[config.mk]
export PLATFORM = sky130hd
export DESIGN_NAME = tri_port_exchanger
export DESIGN_NICKNAME = d
export VERILOG_FILES = /design/src/rtl/exch_pkg.sv /design/src/rtl/exch_hold_stage.sv /design/src/rtl/exch_ctrl.sv /design/src/rtl/exch_datapath.sv /design/src/rtl/tri_port_exchanger.sv
export SDC_FILE = /design/constraint.sdc
export NUM_CORES = 1
export LEC_CHECK = 0
export BUFFER_PORTS_ARGS = -buffer_cell sky130_fd_sc_hd__buf_2
export CORE_MARGIN = 1
export CORE_UTILIZATION = 51
export DETAILED_ROUTE_END_ITERATION = 7
export PLACE_DENSITY_LB_ADDON = 0.08
export RECOVER_POWER = 25
export SETUP_SLACK_MARGIN = 0.2
export SYNTH_ARGS = -nofsm -noshare
export SYNTH_HDL_FRONTEND = slang
export SYNTH_SLANG_ARGS = --single-unit
[constraint.sdc]
create_clock -name clk -period 3.7 [get_ports clk]
set_clock_uncertainty 0.2 [all_clocks]
set_input_delay 0.555 -clock clk [delete_from_list [all_inputs] [get_ports clk]]
set_output_delay 0.555 -clock clk [all_outputs]
set_load 0.05 [all_outputs]
[src/rtl/exch_pkg.sv]
package exch_pkg;

  localparam int DATA_W    = 12;
  localparam int N_STAGES  = 4;

  // stage indices inside the datapath
  localparam int ST_A_ONE = 0;
  localparam int ST_A_TWO = 1;
  localparam int ST_ONE_A = 2;
  localparam int ST_TWO_A = 3;

  typedef struct packed {
    logic [N_STAGES-1:0] openStage;
    logic                pickOne;
    logic                driveA;
    logic                driveOne;
    logic                driveTwo;
  } exch_strobe_t;

endpackage

[src/rtl/exch_hold_stage.sv]
module exch_hold_stage #(
  parameter int WIDTH = 12
) (
  input  logic             clk,
  input  logic             rstN,
  input  logic             open,
  input  logic [WIDTH-1:0] dIn,
  output logic [WIDTH-1:0] qOut
);

  logic [WIDTH-1:0] heldQ;

  always_ff @(posedge clk or negedge rstN) begin
    if (!rstN) begin
      heldQ <= '0;
    end else if (open) begin
      heldQ <= dIn;
    end
  end

  // transparent while open, otherwise the captured word
  assign qOut = open ? dIn : heldQ;

endmodule

[src/rtl/exch_ctrl.sv]
module exch_ctrl
  import exch_pkg::*;
(
  input  logic         openAtoOne,
  input  logic         openAtoTwo,
  input  logic         openOneToA,
  input  logic         openTwoToA,
  input  logic         selOne,
  input  logic         oeAN,
  input  logic         oeOneN,
  input  logic         oeTwoN,
  output exch_strobe_t strobe
);

  always_comb begin
    strobe                     = '0;
    strobe.openStage[ST_A_ONE] = openAtoOne;
    strobe.openStage[ST_A_TWO] = openAtoTwo;
    strobe.openStage[ST_ONE_A] = openOneToA;
    strobe.openStage[ST_TWO_A] = openTwoToA;
    strobe.pickOne             = selOne;
    strobe.driveA              = ~oeAN;
    strobe.driveOne            = ~oeOneN;
    strobe.driveTwo            = ~oeTwoN;
  end

endmodule

[src/rtl/exch_datapath.sv]
module exch_datapath
  import exch_pkg::*;
#(
  parameter int WIDTH = 12
) (
  input  logic             clk,
  input  logic             rstN,
  input  exch_strobe_t     strobe,
  input  logic [WIDTH-1:0] aIn,
  input  logic [WIDTH-1:0] oneIn,
  input  logic [WIDTH-1:0] twoIn,
  output logic [WIDTH-1:0] aOut,
  output logic [WIDTH-1:0] oneOut,
  output logic [WIDTH-1:0] twoOut
);

  logic [WIDTH-1:0] stageIn  [N_STAGES];
  logic [WIDTH-1:0] stageOut [N_STAGES];

  assign stageIn[ST_A_ONE] = aIn;
  assign stageIn[ST_A_TWO] = aIn;
  assign stageIn[ST_ONE_A] = oneIn;
  assign stageIn[ST_TWO_A] = twoIn;

  for (genvar g = 0; g < N_STAGES; g++) begin : g_stage
    exch_hold_stage #(.WIDTH(WIDTH)) stage_i (
      .clk  (clk),
      .rstN (rstN),
      .open (strobe.openStage[g]),
      .dIn  (stageIn[g]),
      .qOut (stageOut[g])
    );
  end

  assign oneOut = stageOut[ST_A_ONE];
  assign twoOut = stageOut[ST_A_TWO];
  assign aOut   = strobe.pickOne ? stageOut[ST_ONE_A] : stageOut[ST_TWO_A];

endmodule

[src/rtl/tri_port_exchanger.sv]
module tri_port_exchanger
  import exch_pkg::*;
#(
  parameter int WIDTH = DATA_W
) (
  input  logic             clk,
  input  logic             rstN,
  input  logic [WIDTH-1:0] aIn,
  output logic [WIDTH-1:0] aOut,
  output logic             aOe,
  input  logic [WIDTH-1:0] oneIn,
  output logic [WIDTH-1:0] oneOut,
  output logic             oneOe,
  input  logic [WIDTH-1:0] twoIn,
  output logic [WIDTH-1:0] twoOut,
  output logic             twoOe,
  input  logic             openAtoOne,
  input  logic             openAtoTwo,
  input  logic             openOneToA,
  input  logic             openTwoToA,
  input  logic             selOne,
  input  logic             oeAN,
  input  logic             oeOneN,
  input  logic             oeTwoN
);

  exch_strobe_t strobe;

  exch_ctrl ctrl_i (
    .openAtoOne (openAtoOne),
    .openAtoTwo (openAtoTwo),
    .openOneToA (openOneToA),
    .openTwoToA (openTwoToA),
    .selOne     (selOne),
    .oeAN       (oeAN),
    .oeOneN     (oeOneN),
    .oeTwoN     (oeTwoN),
    .strobe     (strobe)
  );

  exch_datapath #(.WIDTH(WIDTH)) path_i (
    .clk    (clk),
    .rstN   (rstN),
    .strobe (strobe),
    .aIn    (aIn),
    .oneIn  (oneIn),
    .twoIn  (twoIn),
    .aOut   (aOut),
    .oneOut (oneOut),
    .twoOut (twoOut)
  );

  assign aOe   = strobe.driveA;
  assign oneOe = strobe.driveOne;
  assign twoOe = strobe.driveTwo;

endmodule

==> flow_summary.json <==
{
  "drive_gt1_frac": 0.606,
  "p_leak_nw": 1.24,
  "gp_congestion": 0.675,
  "setup_viol": 0,
  "placed_cells": 243,
  "fmax_mhz": 363,
  "core-area_sq_um": 3720,
  "critPathLaunchType": "input port",
  "largest_reg_flops": 48,
  "io_buffers": 84,
  "drtIter0Drc": 33,
  "r2r_cells": 1,
  "antenna_found_initial": 0,
  "crit_path_frequent_cell": "mux2_2",
  "critPathTopFamily": "buffers and inverters",
  "grt.overflow.total": 0,
  "setup_ws_ns": 0.946,
  "cts_tree": "done",
  "crit_chain": "clkbuf_1, mux2_2, mux2_2, buf_2",
  "yosysTopAreaCellShare": 0.600,
  "reg_top3": "path_i.g_stage.stage_i.heldQ x48",
  "final_cells": 251,
  "gr-usage-met3": 0.0651,
  "hp-class": "in2async",
  "clockBufferDepth": 2,
  "final_util": 0.674,
  "io-pin-count": 85,
  "cts_root_buf": "clkbuf_8",
  "min_period_over_period": 0.744,
  "vias": 1225,
  "max_slew_margin": 0.313,
  "r2r-end": "path_i.g_stage[0].stage_i.heldQ[5]$_DFF_PN0_",
  "ant_nets": 0,
  "required_ns": 2.94,
  "ys.flop_type": "dfrtp_1",
  "ys_types": 6,
  "place_area_sq_um": 2440,
  "synthArstFlopShare": 1.00,
  "die_h_microns": 64.6,
  "grt_setup_unrepaired": "no",
  "tightest_slew_ns": 1.03,
  "clock_sinks": 48,
  "path_class": "in2out",
  "status": "finished, final reports clean",
  "drv_cap": 0,
  "firstDrtPassIters": 2,
  "cts_setup_buffers": 0,
  "busiest_layer": "met2",
  "finalHoldViolCount": 0,
  "drv_slew": 0,
  "synth_area_per_cell_sq_um": 17.2,
  "final_nets": 248,
  "totalWireLength_microns": 3640,
  "synth_cells": 116,
  "crit_path_top_delay_cell": "clkbuf_1",
  "rows": 22,
  "multi_input_area_sq_um": 721,
  "crit_fanout": 12,
  "grt_pass1_wl_microns": 6150,
  "fin_area_sq_um": 2500,
  "clock_latency_ns": 0.29,
  "ys_top_cells_by_area": "dfrtp_1 60%, mux2_2 23%, mux2_4 15%",
  "synth-seq-cells": 48,
  "vias_per_cell": 4.88,
  "use_met2": 0.328,
  "yosysMostFrequentCell": "dfrtp_1",
  "drc": 0,
  "die_x_microns": 64.6,
  "yosysWarnings": 0,
  "setup-tns-final_ns": 0,
  "grt_max_degree": 49,
  "ys_seq_area_frac": 0.600,
  "cts-hold-fix-buffers": 0,
  "p_per_area_nw_per_um2": 497,
  "syn-num-nets": 162,
  "ir_drop_uv": 319,
  "place_ws_ns": 1.18,
  "cts_made_buffers": 5,
  "synth_top_cell_by_area": "dfrtp_1",
  "fin_crit_ns": 2.75,
  "clkTransAtPathRegs_ns": 0.08,
  "dieArea_sq_um": 4180,
  "post-dp-hpwl_microns": 2690,
  "rrSetupSlack_ns": 2.68,
  "track_usage": 0.200,
  "start_util": 0.538,
  "grt.met1_usage": 0.252,
  "final-seq-area_sq_um": 1200,
  "max_stage_delay_ns": 0.55,
  "regMostFlops": "path_i.g_stage.stage_i.heldQ",
  "netlist_area_sq_um": 2000,
  "diodes": 0,
  "worstSetupStartpoint": "openOneToA",
  "critPathCaptureType": "primary output",
  "areaGrowthSynthToFinish_pct": 25.1,
  "synth_edf_count": 0,
  "cp.arrival_ns": 2.00,
  "wl_per_cell_microns": 14.5,
  "synthTopCellsByCount": "48 x dfrtp_1, 40 x mux2_2, 20 x mux2_4",
  "n_fill_cell": 288,
  "crit_buf_inv": 2,
  "grt_pass1_vias": 1336,
  "cts_resized": 0,
  "worstReg2RegStart": "path_i.g_stage[0].stage_i.heldQ[5]$_DFF_PN0_",
  "htree_levels": 2
}
==> cell usage in the layout, fill, tap and decap left out <==
cell type,n
mux2_4,12
mux2_2,23
inv_1,3
clkbuf_1,4
clkbuf_8,6
mux2_1,25
dfrtp_1,48
buf_2,81
clkinvlp_4,1
==> metrics by stage <==
step | power [mW] | hold WS (ns)
2_1_floorplan | 0.873 | 0.0594
3_3_place_gp | 0.956 | 0.276
3_5_place_dp | 0.964 | 0.276
4_1_cts | 1.28 | 0.269
5_1_grt | 1.31 | 0.295
6_report | 1.24 | 0.244
==> layer usage <==
layer	vias to the layer above	share of wire
li1	578	-
met1	590	0.43
met4	0	0.012
met2	51	0.48
met3	6	0.074
met5	-	0
==> cells by family after synthesis <==
family	synth area share
multiplexers	0.375
buffers and inverters	0.0244
flip-flops	0.600
==> worst max-delay path by stage <==
stage	depth (start not counted)	slack, ns	to
3_3_place_gp	4	1.21	aOut[0]
2_1_floorplan	3	1.56	aOut[10]
4_1_cts	4	1.18	aOut[0]
5_1_grt	4	0.85	aOut[4]
6_report	4	0.95	aOut[11]
3_5_place_dp	4	1.18	aOut[0]
==> final cells by class <==
| cell class | instances | share of cell area |
|---|---|---|
| flip-flops and latches | 48 | 0.480 |
| multi-input cells | 60 | 0.288 |
| repair buffers | 84 | 0.166 |
| clock buffers | 7 | 0.0345 |
| well taps | 48 | 0.0240 |
| inverters | 3 | 0.00450 |
| clock inverters | 1 | 0.00300 |
==> power breakdown <==
part | total (mW) | switching [mW] | internal [mW]
Sequential | 0.588 | 0.0128 | 0.576
Combinational | 0.347 | 0.239 | 0.108
Clock | 0.309 | 0.157 | 0.152
Total | 1.24 | 0.409 | 0.836
No activity file was read; power rests on OpenSTA's default activity.
